[src/rtl/sfc_pkg.sv]
package sfc_pkg;
  typedef enum logic [1:0] {
    CLS_SD = 2'd0,
    CLS_ED = 2'd1,
    CLS_HD = 2'd2,
    CLS_PC = 2'd3
  } fmt_cls_e;
endpackage

[src/rtl/sfc_line_meter.sv]
module sfc_line_meter #(
  parameter int CNT_W = 14
) (
  input  logic             clk,
  input  logic             rst_n,
  input  logic             neg_i,
  input  logic             pos_i,
  output logic             line_stb_o,
  output logic [CNT_W-1:0] period_o,
  output logic             pos_seen_o
);
  localparam logic [CNT_W-1:0] CNT_MAX = '1;
  localparam logic [CNT_W-1:0] CNT_ONE = CNT_W'(1);

  logic             neg_q;
  logic             armed;
  logic             pos_acc;
  logic [CNT_W-1:0] cnt;
  logic             rise;

  assign rise = neg_i & ~neg_q;

  always_ff @(posedge clk or negedge rst_n) begin
    if (!rst_n) begin
      neg_q      <= 1'b0;
      armed      <= 1'b0;
      pos_acc    <= 1'b0;
      cnt        <= '0;
      line_stb_o <= 1'b0;
      period_o   <= '0;
      pos_seen_o <= 1'b0;
    end else begin
      neg_q      <= neg_i;
      line_stb_o <= 1'b0;
      if (rise) begin
        cnt     <= CNT_ONE;
        armed   <= 1'b1;
        pos_acc <= 1'b0;
        if (armed) begin
          line_stb_o <= 1'b1;
          period_o   <= cnt;
          pos_seen_o <= pos_acc;
        end
      end else begin
        if (cnt != CNT_MAX) cnt <= cnt + CNT_ONE;
        if (pos_i && !neg_i) pos_acc <= 1'b1;
      end
    end
  end
endmodule

[src/rtl/sfc_tri_detect.sv]
module sfc_tri_detect #(
  parameter int RUN_LINES = 16
) (
  input  logic clk,
  input  logic rst_n,
  input  logic line_stb_i,
  input  logic pos_seen_i,
  output logic tri_o
);
  localparam int RW = $clog2(RUN_LINES + 1);
  localparam logic [RW-1:0] RUN_MAX  = RW'(RUN_LINES);
  localparam logic [RW-1:0] RUN_LAST = RW'(RUN_LINES - 1);

  logic [RW-1:0] yes_run;
  logic [RW-1:0] no_run;

  always_ff @(posedge clk or negedge rst_n) begin
    if (!rst_n) begin
      yes_run <= '0;
      no_run  <= '0;
      tri_o   <= 1'b0;
    end else if (line_stb_i) begin
      if (pos_seen_i) begin
        no_run <= '0;
        if (yes_run != RUN_MAX) yes_run <= yes_run + RW'(1);
        if (yes_run >= RUN_LAST) tri_o <= 1'b1;
      end else begin
        yes_run <= '0;
        if (no_run != RUN_MAX) no_run <= no_run + RW'(1);
        if (no_run >= RUN_LAST) tri_o <= 1'b0;
      end
    end
  end
endmodule

[src/rtl/sfc_range_class.sv]
module sfc_range_class
  import sfc_pkg::*;
#(
  parameter int CNT_W  = 14,
  parameter int SD_MIN = 6300,
  parameter int SD_MAX = 6500,
  parameter int ED_MIN = 3100,
  parameter int ED_MAX = 3300,
  parameter int HD_MIN = 1400,
  parameter int HD_MAX = 3050
) (
  input  logic [CNT_W-1:0] period_i,
  input  logic             tri_i,
  output fmt_cls_e         cls_o
);
  logic in_sd, in_ed, in_hd;

  assign in_sd = (period_i >= CNT_W'(SD_MIN)) && (period_i <= CNT_W'(SD_MAX));
  assign in_ed = (period_i >= CNT_W'(ED_MIN)) && (period_i <= CNT_W'(ED_MAX));
  assign in_hd = (period_i >= CNT_W'(HD_MIN)) && (period_i <= CNT_W'(HD_MAX));

  always_comb begin
    if (in_hd && tri_i)  cls_o = CLS_HD;
    else if (in_sd)      cls_o = CLS_SD;
    else if (in_ed)      cls_o = CLS_ED;
    else                 cls_o = CLS_PC;
  end
endmodule

[src/rtl/sfc_format_detect.sv]
module sfc_format_detect
  import sfc_pkg::*;
#(
  parameter int CNT_W     = 14,
  parameter int TRI_LINES = 16,
  parameter int TOL       = 8,
  parameter int SD_MIN    = 6300,
  parameter int SD_MAX    = 6500,
  parameter int ED_MIN    = 3100,
  parameter int ED_MAX    = 3300,
  parameter int HD_MIN    = 1400,
  parameter int HD_MAX    = 3050
) (
  input  logic       clk,
  input  logic       rst_n,
  input  logic       sync_neg_i,
  input  logic       sync_pos_i,
  input  logic       vsync_stb_i,
  output logic [1:0] fmt_class_o,
  output logic       locked_o,
  output logic       hd_flag_n_o
);
  localparam logic [CNT_W-1:0] TOL_C = CNT_W'(TOL);

  logic             line_stb_w;
  logic [CNT_W-1:0] period_w;
  logic             pos_seen_w;
  logic             tri_w;
  fmt_cls_e         cand_w;

  sfc_line_meter #(.CNT_W(CNT_W)) u_meter (
    .clk(clk), .rst_n(rst_n), .neg_i(sync_neg_i), .pos_i(sync_pos_i),
    .line_stb_o(line_stb_w), .period_o(period_w), .pos_seen_o(pos_seen_w)
  );

  sfc_tri_detect #(.RUN_LINES(TRI_LINES)) u_tri (
    .clk(clk), .rst_n(rst_n), .line_stb_i(line_stb_w),
    .pos_seen_i(pos_seen_w), .tri_o(tri_w)
  );

  sfc_range_class #(
    .CNT_W(CNT_W), .SD_MIN(SD_MIN), .SD_MAX(SD_MAX), .ED_MIN(ED_MIN),
    .ED_MAX(ED_MAX), .HD_MIN(HD_MIN), .HD_MAX(HD_MAX)
  ) u_class (
    .period_i(period_w), .tri_i(tri_w), .cls_o(cand_w)
  );

  // period stability
  logic [CNT_W-1:0] prev_period;
  logic             prev_valid;
  logic [CNT_W-1:0] diff_w;
  logic             jump_w;

  assign diff_w = (period_w > prev_period) ? (period_w - prev_period)
                                           : (prev_period - period_w);
  assign jump_w = line_stb_w && prev_valid && (diff_w > TOL_C);

  always_ff @(posedge clk or negedge rst_n) begin
    if (!rst_n) begin
      prev_period <= '0;
      prev_valid  <= 1'b0;
    end else if (line_stb_w) begin
      prev_period <= period_w;
      prev_valid  <= 1'b1;
    end
  end

  // field commit
  fmt_cls_e cls_q, prev_cand;
  logic     have_prev, line_in_field, lock_q, hd_n_q;

  always_ff @(posedge clk or negedge rst_n) begin
    if (!rst_n) begin
      cls_q         <= CLS_SD;
      prev_cand     <= CLS_SD;
      have_prev     <= 1'b0;
      line_in_field <= 1'b0;
      lock_q        <= 1'b0;
      hd_n_q        <= 1'b1;
    end else if (jump_w) begin
      lock_q        <= 1'b0;
      have_prev     <= 1'b0;
      line_in_field <= 1'b1;
    end else if (vsync_stb_i) begin
      line_in_field <= line_stb_w;
      if (!line_in_field) begin
        lock_q    <= 1'b0;
        have_prev <= 1'b0;
      end else begin
        prev_cand <= cand_w;
        have_prev <= 1'b1;
        if (have_prev && (cand_w == prev_cand)) begin
          lock_q <= 1'b1;
          cls_q  <= cand_w;
          hd_n_q <= (cand_w != CLS_HD);
        end else begin
          lock_q <= 1'b0;
        end
      end
    end else if (line_stb_w) begin
      line_in_field <= 1'b1;
    end
  end

  assign fmt_class_o = cls_q;
  assign locked_o    = lock_q;
  assign hd_flag_n_o = hd_n_q;
endmodule

[config.mk]
export PLATFORM = sky130hd
export DESIGN_NAME = sfc_format_detect
export DESIGN_NICKNAME = d
export VERILOG_FILES = /design/src/rtl/sfc_pkg.sv /design/src/rtl/sfc_line_meter.sv /design/src/rtl/sfc_tri_detect.sv /design/src/rtl/sfc_range_class.sv /design/src/rtl/sfc_format_detect.sv
export SDC_FILE = /design/constraint.sdc
export NUM_CORES = 1
export LEC_CHECK = 0
export ABC_AREA = 1
export BUFFER_PORTS_ARGS = -buffer_cell sky130_fd_sc_hd__buf_4
export CORE_MARGIN = 1.5
export CORE_UTILIZATION = 58
export DETAILED_ROUTE_END_ITERATION = 12
export PLACE_DENSITY = 0.74
export SYNTH_ARGS = -nofsm -noshare
export SYNTH_HDL_FRONTEND = slang
export SYNTH_SLANG_ARGS = --single-unit
[constraint.sdc]
create_clock -name clk -period 2.56 [get_ports clk]
set_input_delay 0.64 -clock clk [delete_from_list [all_inputs] [get_ports clk]]
set_output_delay 0.64 -clock clk [all_outputs]
set_load 0.005 [all_outputs]
Yosys cells after proc, flatten, opt, wreduce, memory -nomap -nowiden
Index checks and enable logic that the tools add are counted.
- add/sub/neg operators: 5
- multiply operators: 0
- div/mod/pow operators: 0
- order comparisons: 10
- equality and inequality tests: 7
- shifts and indexed selects: 0
- muxes and demuxes: 27
- bitwise logic cells: 3
- reduce and logical (&&, ||, !) cells: 21
- operator list (kind ; count):
    14-bit 2-to-1 mux ; 3
    14-bit by 12-bit <= comparator with 1-bit output, second input constant ; 2
    14-bit subtractor ; 2
    5-bit 2-to-1 mux ; 4
    1-bit 2-to-1 mux ; 17
    14-bit by 1-bit adder with 14-bit output, second input constant ; 1
    14-bit by 11-bit >= comparator with 1-bit output, second input constant ; 1
    14-bit by 12-bit >= comparator with 1-bit output, second input constant ; 1
    14-bit by 13-bit >= comparator with 1-bit output, second input constant ; 1
    14-bit greater-than comparator ; 1
    14-bit by 4-bit greater-than comparator with 1-bit output, second input constant ; 1
    14-bit by 13-bit <= comparator with 1-bit output, second input constant ; 1
    14-bit inequality test, second input constant ; 1
    5-bit by 1-bit adder with 5-bit output, second input constant ; 2
    5-bit by 4-bit >= comparator with 1-bit output, second input constant ; 2
    5-bit inequality test, second input constant ; 2
    2-bit nonzero test ; 5
    1-bit logical AND ; 8
    2-bit 2-to-1 mux ; 3
    2-bit AND reduction ; 3
    3-bit AND reduction ; 2
    2-bit by 1-bit inequality test with 1-bit output, second input constant ; 2
    4-bit AND reduction ; 1
    3-bit nonzero test ; 1
    other kinds (5) ; 6
- register bits after elaboration: 67
- latch bits: 0
- bits in writable memories: 0
- ROM bits: 0
- input port bits: 5
- output and inout bits: 4
- word-level logic and storage cells: 91
- memories: 0

Longest topological paths before layout
Gate-level depths: netlist of run 1.
- word-level depth: 11
- depth in mapped cells: 22
- gate-level depth less buffers: 21

Hierarchy
From an unflattened synthesis of run 1, not the netlist that was laid out.
- cells, all modules: 847
- area total of the unflattened synthesis: 5524.0 um^2
- by module, submodules not included (module ; times used ; cells each ; area an instance (um^2) ; sequential area each (um^2)):
    sfc_format_detect ; 1 ; 502 ; 2950.3 ; 576.8
    sfc_line_meter ; 1 ; 183 ; 1569.0 ; 825.8
    sfc_tri_detect ; 1 ; 86 ; 664.4 ; 275.3
    sfc_range_class ; 1 ; 76 ; 340.3 ; 0.0

Worst setup path after synthesis of run 1
OpenSTA, ideal clock, no wires.
- path kind: register -> register
- from: reg u_meter.period_o[8]
- to: reg cls_q[0] (netlist: fmt_class_o[0])
- setup time: 0.117 ns
- arrival time: 2.395 ns
- data required time: 2.443 ns
- setup slack: 0.048 ns
- cell stages (with the launch flop): 20
- buffers on the path: 1
- period minus slack after synthesis: 2.512 ns
- cell sequence: dfrtp_1 -> inv_1 -> ha_1 -> nand2_2 -> inv_2 -> nand2_1 -> nand2_1 -> a21oi_2 -> nand2_8 -> nand2_4 -> buf_6 -> nand2_2 -> a21oi_2 -> nand2_1 -> nor2_2 -> nand2_2 -> nand3_4 -> nand3_4 -> nand2_1 -> nand2_1
- word-level cells in the longest chain between the ends: 8
- elaborated cells between the ends (all ways): 23
- those cells by class: add/sub: 2; order compare: 8; eq/ne: 1; mux: 4; bitwise: 1; reduce/logical: 7
- RTL lines (item ; line ; text):
    start: declaration ; sfc_line_meter.sv:9 ; output logic [CNT_W-1:0] period_o,
    start signal: assignment ; sfc_line_meter.sv:41 ; period_o <= cnt;
    parallel branches: the longest is 8 deep, another holds 14-bit subtractor ; -- ;
    end signal: assignment ; sfc_format_detect.sv:94 ; cls_q <= cand_w;
    end: declaration ; sfc_format_detect.sv:69 ; fmt_cls_e cls_q, prev_cand;
Several ways; the timed one is not identified.
A chain may end at the register's enable or synchronous reset.

Final worst setup path of run 1
- from: reg u_meter.period_o[0]
- to: reg prev_cand[1]
- word-level cells in the longest chain between the ends: 6
- elaborated cells between the ends (all ways): 21
- those cells by class: add/sub: 2; order compare: 8; mux: 4; bitwise: 1; reduce/logical: 6
- RTL lines (item ; line ; text):
    14-bit subtractor, or another cell as far along ; sfc_format_detect.sv:55 ; : (prev_period - period_w);
    14-bit 2-to-1 mux ; sfc_format_detect.sv:54 ; assign diff_w = (period_w > prev_period) ? (period_w - prev_period)
    14-bit by 4-bit greater-than comparator with 1-bit output ; sfc_format_detect.sv:56 ; assign jump_w = line_stb_w && prev_valid && (diff_w > TOL_C);
    1-bit logical AND ; sfc_format_detect.sv:56 ;
    1-bit inverter (no source line) ; -- ;
    3-bit AND reduction (no source line) ; -- ;
    end signal: assignment ; sfc_format_detect.sv:90 ; prev_cand <= cand_w;
    end: declaration ; sfc_format_detect.sv:69 ;
Several ways; a longest one is shown, not always the timed one.

==> results of run 1 <==
## how the worst max path moves through the flow
stage / slack [ns] / endpoint
3_3_place_gp: 0.005 / prev_cand[1]
3_5_place_dp: -0.11 / prev_cand[0]
4_1_cts: 0.003 / prev_cand[0]
6_report: -0.04 / prev_cand[1]
2_1_floorplan: 0.05 / fmt_class_o[0]
5_1_grt: -0.18 / prev_cand[0]
## layout by cell type (no fill, tap or decap), drive strengths merged
cell type	count
a221oi	1
a211oi	2
ha	34
o21ai	43
o21a	1
inv	142
xor2	4
nand3	60
buf	82
dfstp	1
or2	1
nor3	15
nand2	272
fa	2
o22ai	1
a21oi	31
dfrtp	66
o32ai	1
o221ai	1
o21bai	1
nand4	22
bufinv	2
nor2	50
xnor2	3
nand3b	2
clkinvlp	2
nor4	3
and2	1
clkbuf	11
a31oi	3
## power by group
part | leakage (nW) | switching (W) | internal [W] | total (W)
Combinational | 2.36 | 0.00261 | 0.00167 | 0.00427
Clock | 0.112 | 0.000423 | 0.000605 | 0.00103
Sequential | 0.880 | 0.000128 | 0.00121 | 0.00133
## logic make-up after synthesis
group	Yosys count
AO/OA/AOI/OAI	85
XOR/XNOR	7
adder cells (fa/ha/maj)	36
buffers and inverters	155
flip-flops	67
AND/OR/NAND/NOR	425
## metrics by stage
stage | area [sq um] | cells
after floorplan | 5140 | 775
after global placement | 5720 | 935
after detailed placement | 5720 | 935
after CTS | 6150 | 955
after global routing | 6540 | 968
final | 6540 | 968
## sequential cells by signal, indices dropped and copies added, names as in the netlist
name / flops
u_meter.line_stb_o: 1
line_in_field: 1
u_meter.cnt: 14
u_meter.pos_seen_o: 1
u_tri.tri_o: 1
locked_o: 1
u_tri.no_run: 5
prev_valid: 1
u_meter.period_o: 14
u_meter.neg_q: 1
u_meter.pos_acc: 1
u_meter.armed: 1
prev_cand: 2
hd_flag_n_o: 1
fmt_class_o: 2
prev_period: 14
u_tri.yes_run: 5
have_prev: 1
## metal layers
metal	track usage	vias up
li1	-	2604
met1	0.382	2441
met2	0.490	193
met3	0.0475	39
met4	0.134	0
met5	0	-
## area by class of cell
type	instances	area share
Inverter	141	0.0813
Multi-Input combinational cell	554	0.507
Tap cell	108	0.0207
Clock inverter	5	0.0128
Timing Repair Buffer	82	0.0983
Sequential cell	67	0.257
Clock buffer	11	0.0231
## worst max-delay path: cells and delay by family (launching register included)
kind	cells	cell delay (ns)
buffers and inverters	4	0.42
flip-flops	1	0.38
AO/OA/AOI/OAI	1	0.10
adder cells (fa/ha/maj)	2	0.56
AND/OR/NAND/NOR	13	1.05
## cells in the mapped netlist
cell / count
nand2_2: 6
dfstp_2: 1
clkbuf_1: 9
a221oi_1: 1
o22ai_1: 1
o21bai_1: 1
a211oi_1: 2
nand3_4: 2
and2_4: 1
xnor2_1: 3
nor3_1: 15
a21oi_2: 3
inv_2: 6
nand2_8: 1
nor2_4: 3
xor2_1: 4
nor4_1: 3
buf_2: 4
nand2_1: 263
nand3b_1: 2
dfrtp_1: 66
a31oi_1: 3
o21ai_0: 43
nand4_1: 22
fa_1: 2
o21a_1: 1
ha_1: 34
inv_1: 135
o221ai_1: 1
a21oi_1: 28
buf_6: 1
nand3_1: 55
o32ai_1: 1
nand2_4: 2
nor2_2: 4
nor2_1: 43
or2_2: 1
nand3_2: 2
## timing repair
| action | in CTS | in global routing |
|---|---|---|
| pin swaps | 6 | 38 |
| setup endpoints to repair | 7 | 7 |
| cloned | 1 | 0 |
| resized for setup | 33 | 85 |
| buffers inserted | 3 | 13 |
==> metrics.yaml, run 1 <==
setup_path:
  crit_start: "u_meter.period_o[0]"
  timing_worst_setup_path_type: "flop to flop"
  r2r-end: "prev_cand[1]"
  worstReg2RegStart: "u_meter.period_o[0]"
  cpMostUsedCell: "nand2_2"
  cp_cell_sequence: "inv_2 -> ha_4 -> fa_2 -> inv_2 -> buf_4 -> nand3_2 -> nand2_2 -> nand2_2 -> nand3_1 -> nand2_1 -> nand3_2 -> nand2_2 -> a21oi_2 -> nand2_1 -> nor2_2 -> nand2_2 -> buf_4 -> nand3_4 -> nand4_1 -> nand2_1"
  cp-start-kind: "flop"
  crit_path_max_incr_delay_ns: 0.40
  critical_path_required_ns: 2.84
  r2r_cells: 20
  critPathSlowestCell: "fa_2"
  r2r_slack_ns: -0.04
  end_kind: "flop"
  cp_max_fo: 4
  critical_path_arrival_ns: 2.88
sta:
  setup_ws_ns: -0.0382
  tightestPinTransition_ns: 0.857
  whs_ns: 0.382
  slew_viol_final: 0
  period_minus_slack_ns: 2.60
  fin_setup_tns_ns: -0.103
  setup_viol: 5
  rsz0062_at_grt: "true"
  finalHoldViolations: 0
  finalCritPeriodShare: 1.01
  slew_headroom: 0.428
  finalClockSkew_ns: 0.0103
  fmax_mhz: 385
cells_and_area:
  multi_input_area_sq_um: 3320
  syn2layout_area_growth_pct: 27.2
  drive_gt1_frac: 0.264
  num_antenna_cells: 0
  fin_util: 0.757
  seq_area_sq_um: 1680
  fin_nets: 896
  final.fill_count: 645
route:
  drc_errors: 0
  totalWireLength_microns: 13900
  met2RoutedLength_microns: 6820
  num_vias: 5277
  via_per_inst: 5.45
  wl_met1_microns: 5780
  first_pass_iters: 5
  wl_met3_microns: 811
  drt_iter0_markers: 242
  final_antenna_net_count: 0
  highest_layer: "met4"
  wl_per_cell_microns: 14.4
logic_synthesis:
  synth_adder_area_share: 0.0905
  yosys.area_share.simple: 0.366
  ys_types: 38
  synth_compound_area_frac: 0.0900
  synth-seq-area-share: 0.326
  muxShareOfSynthArea: 0
  synth_xor_area_frac: 0.0119
  synth_seq_cells: 67
  syn-num-nets: 816
  yosys.area.top_type: "dfrtp_1"
  avgSynthCellArea_sq_um: 6.63
  synth_top_area_share: 0.321
  yosysWarnings: 0
  netlist_top_cells_area: "dfrtp_1 (32%), nand2_1 (19%), inv_1 (9.9%), ha_1 (8.3%), nand3_1 (5.4%)"
  synth_top_family_by_area: "simple AND/OR/NAND/NOR gates"
  syn-instance-count: 775
  syn-cell-area_sq_um: 5140
clocking:
  cts_tree: "built"
  cts_max_level: 3
  cts_inserted_buffers: 9
  clk_path_buf_depth: 2
  cts.sinks: 67
  clkLatencyLatePin_ns: 0.34
  cts_hold_buffers: 0
  path_clk_slew_ns: 0.08
  root_buffer: "clkbuf_8"
floorplan:
  die_x_microns: 97.2
  floorplan.initialDensity: 0.595
  fp.coreArea_sq_um: 8640
  rows: 34
  ios: 9
  dieHeight_microns: 97.2
  dieArea_sq_um: 9440
power:
  power.density_nw_per_um2: 1010
  finalPower_w: 0.00664
  ir_drop_uv: 525
  leakagePower_nw: 3.35
run_status:
  status: "finished, violations left"
  violations: "setup timing"
global_routing:
  grt_max_degree: 68
  grt.total_usage: 0.296
  grt_first_pass_wirelength_microns: 22700
  overflow: 0
  antenna_found_initial: 0
  grt_pass1_vias: 4960
flow_run:
  drv_cap: 0
placed_design:
  place.detailed.hpwl_microns: 10200
  place_congestion: 0.967
  portBuffers: 8
  place_ws_ns: -0.107
min_path:
  hp-class: "input port to asynchronous set/reset pin"
No activity file was read; power rests on OpenSTA's default activity.
==> run 2: changes to the inputs <==
--- a/config.mk
+++ b/config.mk
@@ -10,7 +10,7 @@
 export CORE_MARGIN = 1.5
 export CORE_UTILIZATION = 58
 export DETAILED_ROUTE_END_ITERATION = 12
-export PLACE_DENSITY = 0.74
+export PLACE_DENSITY = 0.77
 export SYNTH_ARGS = -nofsm -noshare
 export SYNTH_HDL_FRONTEND = slang
 export SYNTH_SLANG_ARGS = --single-unit
==> run 2 against run 1 <==
The flow still finishes with violations (setup timing). Register-to-register slack worse by 0.03 ns. Utilization rose by 0.42 points. Critical path type unchanged. Power is 1.6% higher. Via count rose by 1.2%. Worst hold slack worse by 0.026 ns. Count of clock-buffer cells in the layout shrank 2. Sequential share of layout area decreased by 0.14 points. Non-clock buffer count down 8. Die area did not move. Maximum frequency is 1.0% lower. Clock skew is 0.0017 ns lower. Clock power hardly changed.
==> metrics.yaml, run 2 (synthesis gave the netlist of run 1 again) <==
cells_and_area:
  num_antenna_cells: 0
  fin_nets: 890
  syn2layout_area_growth_pct: 27.9
  largestRegisters: "prev_period x14, u_meter.cnt x14, u_meter.period_o x14"
  drive_gt1_frac: 0.288
  fin_area_sq_um: 6580
  final_cells: 962
  layout_commonest_cell: "nand2_1"
  mostFrequentLayoutCells: "nand2_1 (212), inv_1 (113), dfrtp_1 (66), buf_4 (66), nand2_2 (52)"
sta:
  rsz0062_at_grt: "true"
  setup_viol: 5
  period_minus_slack_ns: 2.63
  finalCritPeriodShare: 1.03
  tightestPinTransition_ns: 0.838
  whs_ns: 0.355
  fmax_mhz: 381
  fin_setup_tns_ns: -0.272
  slew_viol_final: 0
  finalClockSkew_ns: 0.00856
  setup_ws_ns: -0.0655
  slew_headroom: 0.441
  finalHoldViolations: 0
setup_path:
  cp_max_fo: 5
  critPathSlowestCell: "dfrtp_1"
  cp-start-kind: "flop"
  r2r_slack_ns: -0.07
  cp_cell_sequence: "inv_2 -> ha_4 -> fa_2 -> inv_2 -> nand3_1 -> nand2_2 -> nand2_2 -> nand3_1 -> nand2_1 -> nand3_2 -> nand2_2 -> a21oi_2 -> nand2_1 -> nor2_2 -> nand2_2 -> nand3_4 -> nand3_4 -> nand2_2 -> nand2_1"
  cpMostUsedCell: "nand2_2"
  end_kind: "flop"
  path_buf_inv: 2
  critical_path_arrival_ns: 2.88
  critical_path_required_ns: 2.82
  crit_path_max_incr_delay_ns: 0.41
  timing_worst_setup_path_type: "flop to flop"
  cp_top_family: "simple AND/OR/NAND/NOR gates"
floorplan:
  floorplan.initialDensity: 0.595
  rows: 34
  ios: 9
  die_x_microns: 97.2
  dieArea_sq_um: 9440
  fp.coreArea_sq_um: 8640
  dieHeight_microns: 97.2
flow_run:
  drv_cap: 0
placed_design:
  place.detailed.hpwl_microns: 9990
  place_ws_ns: -0.123
  dp_cells: 920
  portBuffers: 8
  place_congestion: 0.959
  place_area_sq_um: 5590
route:
  drc_errors: 0
  drt_iter0_markers: 295
  first_pass_iters: 5
  wl_per_cell_microns: 14.7
  via_per_inst: 5.55
  num_vias: 5341
  final_antenna_net_count: 0
  totalWireLength_microns: 14200
clocking:
  clk_path_buf_depth: 2
  root_buffer: "clkbuf_8"
  cts.sinks: 67
  cts_hold_buffers: 0
  cts_max_level: 3
  clkLatencyLatePin_ns: 0.36
  cts_inserted_buffers: 9
  cts_tree: "built"
  path_clk_slew_ns: 0.08
global_routing:
  grt_max_degree: 68
  grt_first_pass_wirelength_microns: 22200
  grt.total_usage: 0.289
  overflow: 0
  grt_pass1_vias: 5008
  antenna_found_initial: 0
run_status:
  status: "finished, violations left"
  violations: "setup timing"
power:
  power.density_nw_per_um2: 1030
  ir_drop_uv: 503
  leakagePower_nw: 3.32
min_path:
  hp-class: "input port to asynchronous set/reset pin"
==> run 2: cell types whose count changed in the layout (fill, tap and decap cells not counted), sizes merged <==
cell / before / now
clkinvlp: 2 / 1
inv: 142 / 145
clkbuf: 11 / 9
buf: 82 / 74
nand2: 272 / 274
==> run 2: worst paths after layout <==
path / startpoint / end / cells past startpoint
setup / recovery: u_meter.period_o[0] / fmt_class_o[1] / 19
hold / removal: rst_n / fmt_class_o[1] / 1
setup reg to reg: u_meter.period_o[0] / fmt_class_o[1] / 19
hold reg to reg: u_meter.armed / u_meter.armed / 2
max in group asynchronous: rst_n / prev_period[0] / 1
min in group clk: sync_neg_i / u_meter.neg_q / 1
==> run 2: stage by stage <==
| step | total power [W] | utilization |
|---|---|---|
| after CTS | 0.00577 | 0.686 |
| final | 0.00675 | 0.762 |
| after detailed placement | 0.00461 | 0.648 |
| after global placement | 0.00450 | 0.648 |
| after global routing | 0.00725 | 0.762 |
| after floorplan | 0.00375 | - |
==> run 2: power by group <==
group / internal (W) / switching, W
combinational: 0.00165 / 0.00273
clock: 0.000565 / 0.000462
sequential: 0.00121 / 0.000135
total: 0.00342 / 0.00332
==> run 2: timing repair <==
action                                  4_1_cts  5_1_grt
buffers inserted                              2       21
hold endpoints to repair                      0        0
gates cloned                                  1        2
endpoints found under the setup margin        7        7
resized for setup                            19      130
pin swaps                                     6       44
==> run 2: cell type report <==
type | count | area [sq um]
Clock buffer | 9 | 124
Clock inverter | 7 | 105
Fill cell | 612 | 2060
Inverter | 141 | 537
Multi-Input combinational cell | 556 | 3400
Sequential cell | 67 | 1680
Tap cell | 108 | 135
Timing Repair Buffer | 74 | 594
==> run 2: worst register-to-register path: stages (launching register included) <==
cell	delay, ns
dfrtp_1	0.41
inv_2	0.07
ha_4	0.17
fa_2	0.40
inv_2	0.10
nand3_1	0.10
nand2_2	0.14
nand2_2	0.07
nand3_1	0.07
nand2_1	0.07
nand3_2	0.10
nand2_2	0.07
a21oi_2	0.12
nand2_1	0.07
nor2_2	0.11
nand2_2	0.09
nand3_4	0.14
nand3_4	0.11
nand2_2	0.06
nand2_1	0.05
==> run 2: per-layer routing <==
layer  global-route usage  wire, microns  vias up  part of all wire
met4                0.135            646        0             0.046
met5                    0              0        -                 0
met2                0.471           6880      189              0.49
met3               0.0612            768       72             0.054
li1                     -              -     2603                 -
met1                0.368           5880     2477              0.41
